### config.mk
export PLATFORM = sky130hd
export DESIGN_NAME = pwm_toggle_timer
export DESIGN_NICKNAME = d
export VERILOG_FILES = /design/src/rtl/tmr_pkg.sv /design/src/rtl/tmr_prescaler.sv /design/src/rtl/tmr_byte_cnt.sv /design/src/rtl/tmr_pwm_gen.sv /design/src/rtl/pwm_toggle_timer.sv
export SDC_FILE = /design/constraint.sdc
export NUM_CORES = 1
export LEC_CHECK = 0
export ABC_AREA = 0
export BUFFER_PORTS_ARGS = -buffer_cell sky130_fd_sc_hd__buf_2
export CAP_MARGIN = 10
export CORE_ASPECT_RATIO = 1.5
export CORE_UTILIZATION = 62
export DETAILED_ROUTE_END_ITERATION = 16
export GPL_TIMING_DRIVEN = 0
export PLACE_DENSITY = 0.8
export SYNTH_ARGS = -nofsm -noshare
export SYNTH_HDL_FRONTEND = slang
export SYNTH_SLANG_ARGS = --single-unit
### constraint.sdc
create_clock -name clk -period 3.05 [get_ports clk]
set_input_delay 0.7625 -clock clk [delete_from_list [all_inputs] [get_ports clk]]
set_output_delay 0.7625 -clock clk [all_outputs]
set_load 0.05 [all_outputs]
### src/rtl/tmr_pkg.sv
// Shared types and register addresses for the dual-half timer.
// Assumes a 3-bit register address and an 8-bit write data path.
package tmr_pkg;

    localparam int TMR_ADDR_W = 3;
    localparam int TMR_DATA_W = 8;

    localparam logic [TMR_ADDR_W-1:0] ADDR_CTRL   = 3'd0;
    localparam logic [TMR_ADDR_W-1:0] ADDR_PRE_LO = 3'd1;
    localparam logic [TMR_ADDR_W-1:0] ADDR_PRE_HI = 3'd2;
    localparam logic [TMR_ADDR_W-1:0] ADDR_CMP_LO = 3'd3;
    localparam logic [TMR_ADDR_W-1:0] ADDR_CMP_HI = 3'd4;

    typedef enum logic [1:0] {
        MODE_SPLIT_TOG = 2'd0,
        MODE_DUAL_PWM  = 2'd1,
        MODE_WIDE_TOG  = 2'd2,
        MODE_WIDE_PWM  = 2'd3
    } tmr_mode_e;

    typedef struct packed {
        logic      run;
        logic      hi_ext;
        tmr_mode_e mode;
    } tmr_ctrl_t;

endpackage

### src/rtl/tmr_prescaler.sv
// Reloadable prescaler: emits a one-cycle step every RELOAD+1 enabled cycles.
// Assumes clr has priority and that the step is used in the same cycle.
module tmr_prescaler #(
    parameter int PRE_W = 8
) (
    input  logic             clk,
    input  logic             rst_n,
    input  logic             clr,
    input  logic             en,
    input  logic [PRE_W-1:0] reload,
    output logic             step
);

    logic [PRE_W-1:0] div_q;

    // Step fires on the enabled cycle in which the divider hits its reload.
    assign step = en && (div_q == reload);

    // Divider counts enabled cycles and restarts after each step.
    always_ff @(posedge clk) begin
        if (!rst_n || clr) begin
            div_q <= '0;
        end else if (step) begin
            div_q <= '0;
        end else if (en) begin
            div_q <= div_q + 1'b1;
        end
    end

endmodule

### src/rtl/tmr_byte_cnt.sv
// One half of the timer count: increments on inc, returns to zero on clr.
// Assumes wrap past all-ones is the natural modulo behaviour.
module tmr_byte_cnt #(
    parameter int CNT_W = 8
) (
    input  logic             clk,
    input  logic             rst_n,
    input  logic             clr,
    input  logic             inc,
    output logic [CNT_W-1:0] cnt
);

    // Count register with clear taking priority over increment.
    always_ff @(posedge clk) begin
        if (!rst_n || clr) begin
            cnt <= '0;
        end else if (inc) begin
            cnt <= cnt + 1'b1;
        end
    end

endmodule

### src/rtl/tmr_pwm_gen.sv
// PWM level generator for one 2**CNT_W-step period with a buffered duty.
// Assumes cnt is the half's count before the advance, and that the count
// wraps from all-ones to zero, which marks the start of a period.
module tmr_pwm_gen #(
    parameter int CNT_W = 8
) (
    input  logic             clk,
    input  logic             rst_n,
    input  logic             restart,
    input  logic             adv,
    input  logic [CNT_W-1:0] cnt,
    input  logic [CNT_W-1:0] duty_in,
    output logic             pwm,
    output logic [CNT_W-1:0] duty_act
);

    localparam logic [CNT_W-1:0] CNT_LAST = '1;

    logic [CNT_W-1:0] cnt_nxt;
    logic             period_start;

    assign cnt_nxt      = cnt + 1'b1;
    assign period_start = adv && (cnt == CNT_LAST);

    // Active duty is loaded only at a period boundary or restart.
    always_ff @(posedge clk) begin
        if (!rst_n) begin
            duty_act <= '0;
        end else if (restart || period_start) begin
            duty_act <= duty_in;
        end
    end

    // Level rises at period start (non-zero duty) and falls at the duty count.
    always_ff @(posedge clk) begin
        if (!rst_n) begin
            pwm <= 1'b0;
        end else if (restart || period_start) begin
            pwm <= (duty_in != '0);
        end else if (adv && (cnt_nxt == duty_act)) begin
            pwm <= 1'b0;
        end
    end

endmodule

### src/rtl/pwm_toggle_timer.sv
// Dual-half timer/counter with toggle and PWM outputs in four modes.
// Assumes ext_cnt is a synchronous single-cycle pulse and that software
// writes the control word to (re)start the timer after setting values.
module pwm_toggle_timer
    import tmr_pkg::*;
#(
    parameter int CNT_W = 8,
    parameter int PRE_W = 8
) (
    input  logic                  clk,
    input  logic                  rst_n,
    input  logic                  tick,
    input  logic                  ext_cnt,
    input  logic                  wr_en,
    input  logic [TMR_ADDR_W-1:0] wr_addr,
    input  logic [TMR_DATA_W-1:0] wr_data,
    output logic                  out_lo,
    output logic                  out_hi,
    output logic                  irq_lo,
    output logic                  irq_hi
);

    localparam int               HALVES   = 2;
    localparam logic [CNT_W-1:0] CNT_LAST = '1;

    tmr_ctrl_t              ctrl_q;
    logic [PRE_W-1:0]       pre_q   [HALVES];
    logic [CNT_W-1:0]       cmp_q   [HALVES];
    logic [CNT_W-1:0]       cnt     [HALVES];
    logic [CNT_W-1:0]       duty_act[HALVES];
    logic [HALVES-1:0]      step, ev, clr_cnt, flip, irq_set, pwm_lvl;
    logic [HALVES-1:0]      tog_q, irq_q;
    logic                   restart, run, ext_ev, carry, wide_hit;
    logic [1:0]             mode_w;

    assign restart = wr_en && (wr_addr == ADDR_CTRL);
    assign run     = ctrl_q.run;
    assign ext_ev  = ext_cnt && run;
    assign mode_w  = ctrl_q.mode;

    // Register file: control word, prescaler reloads and compare/duty bytes.
    always_ff @(posedge clk) begin
        if (!rst_n) begin
            ctrl_q <= '0;
            for (int i = 0; i < HALVES; i++) begin
                pre_q[i] <= '0;
                cmp_q[i] <= '0;
            end
        end else if (wr_en) begin
            case (wr_addr)
                ADDR_CTRL:   ctrl_q   <= tmr_ctrl_t'(wr_data[3:0]);
                ADDR_PRE_LO: pre_q[0] <= wr_data[PRE_W-1:0];
                ADDR_PRE_HI: pre_q[1] <= wr_data[PRE_W-1:0];
                ADDR_CMP_LO: cmp_q[0] <= wr_data[CNT_W-1:0];
                ADDR_CMP_HI: cmp_q[1] <= wr_data[CNT_W-1:0];
                default:     ;
            endcase
        end
    end

    // Per-half prescaler, counter and PWM level generator.
    for (genvar g = 0; g < HALVES; g++) begin : g_half
        tmr_prescaler #(.PRE_W(PRE_W)) u_pre (
            .clk    (clk),
            .rst_n  (rst_n),
            .clr    (restart),
            .en     (tick && run),
            .reload (pre_q[g]),
            .step   (step[g])
        );

        tmr_byte_cnt #(.CNT_W(CNT_W)) u_cnt (
            .clk   (clk),
            .rst_n (rst_n),
            .clr   (restart || clr_cnt[g]),
            .inc   (ev[g]),
            .cnt   (cnt[g])
        );

        tmr_pwm_gen #(.CNT_W(CNT_W)) u_pwm (
            .clk      (clk),
            .rst_n    (rst_n),
            .restart  (restart),
            .adv      (ev[g]),
            .cnt      (cnt[g]),
            .duty_in  (cmp_q[g]),
            .pwm      (pwm_lvl[g]),
            .duty_act (duty_act[g])
        );
    end

    // Mode decode: count sources, restarts, toggles and period flags.
    always_comb begin
        ev       = '0;
        clr_cnt  = '0;
        flip     = '0;
        irq_set  = '0;
        carry    = 1'b0;
        wide_hit = 1'b0;
        case (ctrl_q.mode)
            MODE_SPLIT_TOG: begin
                ev[0] = step[0];
                ev[1] = ctrl_q.hi_ext ? ext_ev : step[1];
                for (int i = 0; i < HALVES; i++) begin
                    clr_cnt[i] = ev[i] && (cnt[i] == cmp_q[i]);
                    flip[i]    = clr_cnt[i];
                    irq_set[i] = clr_cnt[i];
                end
            end
            MODE_DUAL_PWM: begin
                ev = step;
                for (int i = 0; i < HALVES; i++) begin
                    irq_set[i] = ev[i] && (cnt[i] == CNT_LAST);
                end
            end
            MODE_WIDE_TOG: begin
                ev[0]    = ctrl_q.hi_ext ? ext_ev : step[0];
                carry    = ev[0] && (cnt[0] == CNT_LAST);
                wide_hit = ev[0] && (cnt[0] == cmp_q[0]) && (cnt[1] == cmp_q[1]);
                ev[1]    = carry;
                clr_cnt  = {wide_hit, wide_hit};
                flip[1]  = wide_hit;
                irq_set[1] = wide_hit;
                flip[0]    = carry && !wide_hit;
                irq_set[0] = carry && !wide_hit;
            end
            default: begin
                ev[0]      = step[0];
                carry      = ev[0] && (cnt[0] == CNT_LAST);
                wide_hit   = carry && (cnt[1] == cmp_q[1]);
                ev[1]      = carry;
                clr_cnt[1] = wide_hit;
                flip[1]    = wide_hit;
                irq_set[1] = wide_hit;
                irq_set[0] = carry;
            end
        endcase
    end

    // Toggle levels and period flags, both cleared by a control write.
    always_ff @(posedge clk) begin
        if (!rst_n || restart) begin
            tog_q <= '0;
            irq_q <= '0;
        end else begin
            tog_q <= tog_q ^ flip;
            irq_q <= irq_set;
        end
    end

    assign out_lo = run && (((ctrl_q.mode == MODE_DUAL_PWM) || (ctrl_q.mode == MODE_WIDE_PWM))
                            ? pwm_lvl[0] : tog_q[0]);
    assign out_hi = run && ((ctrl_q.mode == MODE_DUAL_PWM) ? pwm_lvl[1] : tog_q[1]);
    assign irq_lo = irq_q[0];
    assign irq_hi = irq_q[1];

endmodule

Yosys cells after proc, flatten, opt, wreduce, memory -nomap -nowiden
Memories as Yosys holds them, arrays and structs flattened. Cells that the tools add are included. W data, S select, Z words.

Register bits after elaboration: 58. RAM bits: 32. Input bits: 16. Output and inout bits: 4. Memories: 2.

Memory list: cmp_q (depth 2, bits a word 8, read ports 2, clocked after memory_dff 0, wr ports 2, RTL line pwm_toggle_timer.sv:28) `logic [CNT_W-1:0] cmp_q [HALVES];`; pre_q (depth 2, bits a word 8, read ports 2, clocked after memory_dff 0, wr ports 2, RTL line pwm_toggle_timer.sv:27) `logic [PRE_W-1:0] pre_q [HALVES];`.

Add/sub/neg operators: 4. Eq/ne operators: 15. Muxes and demuxes: 34. Bitwise operators: 5. Reductions and logical operators: 39.

Operators with widths (number): $eq A8 B8 Y1 (6); $add A8 B1 Y8 const B (4); $mux W8 (4); $mux W1 (25); $logic_and A1 B1 Y1 (20); $eq A8 B8 Y1 const B (2); $reduce_bool A8 Y1 (2); $pmux W2 S3 (2); $logic_or A1 B1 Y1 (8); $eq A3 B2 Y1 const B (2); $eq A2 B2 Y1 const B (2); $or A1 B1 Y1 (4); $pmux W1 S2 (2); $reduce_bool A2 Y1 (2); $reduce_or A2 Y1 (2); $eq A3 B1 Y1 const B (1); $eq A3 B3 Y1 const B (1); $logic_not A3 Y1 (1); $pmux W1 S3 (1); $eq A2 B1 Y1 const B (1); $logic_not A1 Y1 (2); $logic_not A2 Y1 (1); $reduce_and A2 Y1 (1); $xor A2 B2 Y2 (1).

Logic depth before layout (Yosys ltp)
Word-level depth: 9. Gate-level depth with buffers: 10. Gate-level depth less buffers: 8.

Modules after synthesis
A second synthesis with hierarchy kept.

Cell total of the unflattened synthesis: 457. Area, all modules: 4628.2 um2.

Modules (own cells, without submodules): pwm_toggle_timer (times used 1, cells each 153, area an instance 1875.5 um2); tmr_pwm_gen (times used 2, cells each 65, area an instance 591.8 um2); tmr_prescaler (times used 2, cells each 49, area an instance 439.2 um2); tmr_byte_cnt (times used 2, cells each 38, area an instance 345.3 um2).

Worst setup path after synthesis
Ideal clock, no wire load.

Kind: input -> register. Start point: in tick. End point: reg g_half[0].u_pwm.pwm. Setup time: 0.115 ns. Arrival: 2.242 ns. Data required time: 2.935 ns. Path slack: 0.693 ns. Stages on the path: 8. Buffers on the path: 1. Cells stage by stage: and2_4 nand2_1 or3_4 o21a_1 buf_6 o41ai_1 nor2_1 o21a_1.

Longest elaborated chain between the ends: 7. Elaborated cells between the ends (all ways): 9. Classes of those cells: mux: 3; reduce/logical: 6.

Ends and longest elaborated chain: start: declaration (RTL line pwm_toggle_timer.sv:12) `input logic tick,`; $logic_and A1 B1 Y1 (*) (RTL line pwm_toggle_timer.sv:67) `.en (tick && run),`; $logic_and A1 B1 Y1 (*) (RTL line tmr_prescaler.sv:17) `assign step = en && (div_q == reload);`; $mux W1 (RTL line pwm_toggle_timer.sv:117) `ev[0] = ctrl_q.hi_ext ? ext_ev : step[0];`; $pmux W2 S3 (*) (RTL line pwm_toggle_timer.sv:100) `case (ctrl_q.mode)`; $logic_and A1 B1 Y1 (RTL line tmr_pwm_gen.sv:23) `assign period_start = adv && (cnt == CNT_LAST);`; $logic_or A1 B1 Y1 (RTL line tmr_pwm_gen.sv:38) `end else if (restart || period_start) begin`; $mux W1 / $reduce_bool A2 Y1 (equally long branches); end signal: assignment (RTL line tmr_pwm_gen.sv:39) `pwm <= (duty_in != '0);`; end: declaration (RTL line tmr_pwm_gen.sv:13) `output logic pwm,`.

Mark *: on every way between the ends. The rest lies on a longest branch, timed or not. A chain may end at the register's enable or synchronous reset.

Worst setup path after layout
Start point: reg g_half[0].u_cnt.cnt[1]. End point: reg g_half[1].u_pwm.duty_act[4].

Longest elaborated chain between the ends: 5. Elaborated cells between the ends (all ways): 6. Classes of those cells: eq/ne: 1; mux: 1; reduce/logical: 4.

Ends and longest elaborated chain: start: declaration (RTL line tmr_byte_cnt.sv:10) `output logic [CNT_W-1:0] cnt`; start signal: assignment (RTL line tmr_byte_cnt.sv:18) `cnt <= cnt + 1'b1;`; $eq A8 B8 Y1 (*) (RTL line pwm_toggle_timer.sv:118, pwm_toggle_timer.sv:129); $logic_and A1 B1 Y1 (on tied branches) (RTL line pwm_toggle_timer.sv:129, pwm_toggle_timer.sv:118); $pmux W2 S3 (*) (RTL line pwm_toggle_timer.sv:100); $logic_and A1 B1 Y1 (*) (RTL line tmr_pwm_gen.sv:23); $logic_or A1 B1 Y1 (*) (RTL line tmr_pwm_gen.sv:29) `end else if (restart || period_start) begin`; end signal: assignment (RTL line tmr_pwm_gen.sv:30) `duty_act <= duty_in;`; end: declaration (RTL line tmr_pwm_gen.sv:14) `output logic [CNT_W-1:0] duty_act`.

Marks and branches as above.

==> flow_summary_export.csv <==
group,metric,value,unit
clock_network,cts_buffer_depth,2,
detailed_routing,first_pass_iters,4,
global_route,grt_pass1_vias,3592,
synth,synth_seq_cells,90,
synth,yosys_warnings,0,
detailed_routing,drt_iter0_drc,222,
power_and_ir_drop,p_clk_share,34.9,%
critical_path,crit_chain,"ha_1 > and3_1 > nand3_1 > nor4_1 > o22a_1 > nor2_1 > buf_2 > nor3_1 > a211o_1",
timing,finClkSkew,0.009825,ns
synth,synthCells,488,
layout,synthToLayoutAreaGrowth,8.929,%
timing,hold_viol,0,
layout,fin_nets,537,
power_and_ir_drop,power-per-cell-area,459.2,nW/um^2
synth,synth_cell_type_count,50,
timing,final.setup.tns,0,ns
layout,final_cell_mix,"58 x dfxtp_1, 52 x xnor2_1, 47 x nand2_1",
clock_network,clkLatencyLatePin,0.38,ns
clock_network,cts.clk_slew.worst_paths,0.09,ns
clock_network,cts_tree,"built",
power_and_ir_drop,p_leak,0.001892,uW
critical_path,cp_data_required_time,3.37,ns
hold_path,hp-class,"register to register",
die,chipHeight,108.7,um
power_and_ir_drop,p_int,1714,uW
timing,rsz0062_at_grt,"no",
timing,slew_headroom,19.59,%
die,dieArea,7954,sq um
detailed_routing,wl_per_cell,16.60,um
power_and_ir_drop,p_sw,641.0,uW
die,num_rows,38,
synth,ys_seq_area_share,45.07,%
timing,holdWs,0.4757,ns
detailed_routing,wl,10.32,mm
global_route,antenna_found_initial,0,
global_route,track_usage,28.20,%
outcome,outcome,"complete, no violations",
timing,setup_viol,0,
detailed_routing,final_antenna_net_count,0,
critical_path,slowest_stage,"nor4_1",
synth,synthXorXnorAreaFrac,16.00,%
timing,min_period,2.809,ns
placement,place.port_buffers,18,
synth,synth_area_leader_cell,"dfxtp_1",
power_and_ir_drop,sw_frac_of_total,27.22,%
critical_path,crit_fanout,10,
power_and_ir_drop,pwr-share-comb,8.2,%
clock_network,cts_num_sinks,90,
detailed_routing,vias,3585,
synth,synth-compound-area-share,9.647,%
clock_network,cts_buffers,9,
synth,synth_simple_gate_area_share,23.12,%
placement,gp_congestion,0.8721,
synth,synth_top_family_by_area,"simple AND/OR/NAND/NOR gates",
layout,fillers,584,
synth,synth_top_area_share,24.66,%
clock_network,cts-root-buf,"clkbuf_8",
layout,drive_above_1_share,10.54,%
synth,synth_area_leaders,"dfxtp_1 25%, edfxtp_1 20%, xnor2_1 9.7%",
layout,seq_area,2122,sq um
global_route,grt_overflow,0,
timing,max_freq,356.0,MHz
timing,fin_crit_sh,92.09,%
clock_network,cts-resized-gates,0,
synth,synthAdderAreaFrac,1.063,%
synth,syn_nets,508,
layout,final_common_cell,"dfxtp_1",
die,core-area,7274,sq um
clock_network,cts_setup_buffers,0,
layout,multi_input_area,2466,sq um
timing,drv_slew,0,
timing,tightest_slew,1.194,ns
run,maxCapViolCount,0,
detailed_routing,via_per_inst,5.764,
synth,synthMuxAreaShare,2.551,%
critical_path,path_class,"register to register",
global_route,grt_max_degree,20,
critical_path,cp-start-kind,"register",
clock_network,hold_buffers,0,
clock_network,h-tree-depth,3,
critical_path,end_kind,"register",
synth,syn_area_per_cell,9.648,sq um
die,die_x,73.15,um
placement,hpwl,7.864,mm
layout,n_antenna_cell,0,
die,initial_core_util,64.72,%
critical_path,cp.arrival,3.13,ns
global_route,grt_pass1_wl,16.77,mm
synth,syn-cell-area,4708,sq um
power_and_ir_drop,power_frac_seq,56.9,%
power_and_ir_drop,ir_drop,0.3983,mV
die,io_pins,20,
detailed_routing,route.detailed.drc,0,
critical_path,slowest_delay,0.57,ns
## cell usage after synthesis, drive strengths merged
cell     instances
or4              3
inv              1
nor2b           16
o41ai            2
o2111ai          1
ha               4
o22a             1
dfxtp           58
edfxtp          32
o32ai            1
and4             3
o211ai           1
o21a             4
a21oi            6
nand2           48
a311oi           1
xnor2           52
a21boi           5
nand4            8
o2bb2ai          8
a211o            9
or4b             1
nor2            45
o21bai           2
nand3           23
o21ai           15
and2            20
o22ai            1
a31oi            1
buf             11
xor2            34
clkbuf          13
nor4             7
nand2b           5
mux2i           12
or3              5
a2111oi          1
nor3            13
nor3b            2
and3            13
## worst max-delay path: cells and delay by family, from the launching register on
family          cells  cell delay, ns
compound gates      2            0.49
buf+inv             1            0.21
simple gates        5            1.30
fa+ha+maj           1            0.31
flops               1            0.44
## layer usage
layer / share of wire (%) / vias up / track usage, %
met5: 0 / - / 0
met4: 3.8 / 0 / 15.97
met3: 4.9 / 30 / 4.436
met2: 51 / 105 / 48.02
met1: 40 / 1691 / 33.33
li1: - / 1759 / -
## power by group through the flow
stage	registers (uW)	clock network, uW	logic (uW)
finish	1340	822	194
detailed placement	1370	0	191
CTS	1340	832	192
floorplan	1350	0	145
global route	1340	883	213
global placement	1360	0	184
## final cells by class
cell class              count  share of cell area, %
inverters                   1                0.07319
clock buffers               9                  2.415
repair buffers             18                  1.757
flip-flops and latches     90                  41.38
multi-input cells         373                  48.08
clock inverters             7                  1.586
plain buffers              24                  2.269
well taps                 100                  2.440
## through the flow
step | utilization (%) | worst slack (ns) | std cells | power [uW] | area (sq um)
final | 70.50 | 0.2413 | 622 | 2355 | 5129
after global routing | 70.50 | 0.05955 | 622 | 2440 | 5129
after CTS | 70.50 | 0.2963 | 622 | 2362 | 5129
after detailed placement | 67.68 | 0.2839 | 606 | 1557 | 4923
after global placement | 67.68 | 0.2885 | 606 | 1549 | 4923
after floorplan | - | 0.6934 | 488 | 1496 | 4708
## sequential cells by signal, indices dropped and copies added, names as in the netlist
| signal | count |
|---|---|
| ctrl_q | 1 |
| tog_q | 2 |
| g_half.u_cnt.cnt | 16 |
| run | 1 |
| mode_w | 2 |
| cmp_q | 16 |
| pre_q | 16 |
| irq_q | 2 |
| g_half.u_pwm.pwm | 2 |
| g_half.u_pwm.duty_act | 16 |
| g_half.u_pre.div_q | 16 |
## path summary, 6_finish.rpt
path	startpoint	endpoint	cells past startpoint	slack (ns)
max	g_half[0].u_cnt.cnt[1]	g_half[1].u_pwm.duty_act[4]	9	0.24
min reg2reg	g_half[1].u_pwm.pwm	g_half[1].u_pwm.pwm	2	0.48
max reg2reg	g_half[0].u_cnt.cnt[1]	g_half[1].u_pwm.duty_act[4]	9	0.24
min	g_half[1].u_pwm.pwm	g_half[1].u_pwm.pwm	2	0.48
## kinds of logic (layout without fill, tap and decap cells)
| group | count (synthesis) | in the layout |
|---|---|---|
| AOI/OAI and AO/OA | 59 | 59 |
| xor gates and xnor gates | 86 | 86 |
| adders and majority gates | 4 | 4 |
| buffers and inverters | 25 | 59 |
| DFF | 90 | 90 |
| muxes | 12 | 12 |
| and+or+nand+nor | 212 | 212 |
No activity file was read; power rests on OpenSTA's default activity.
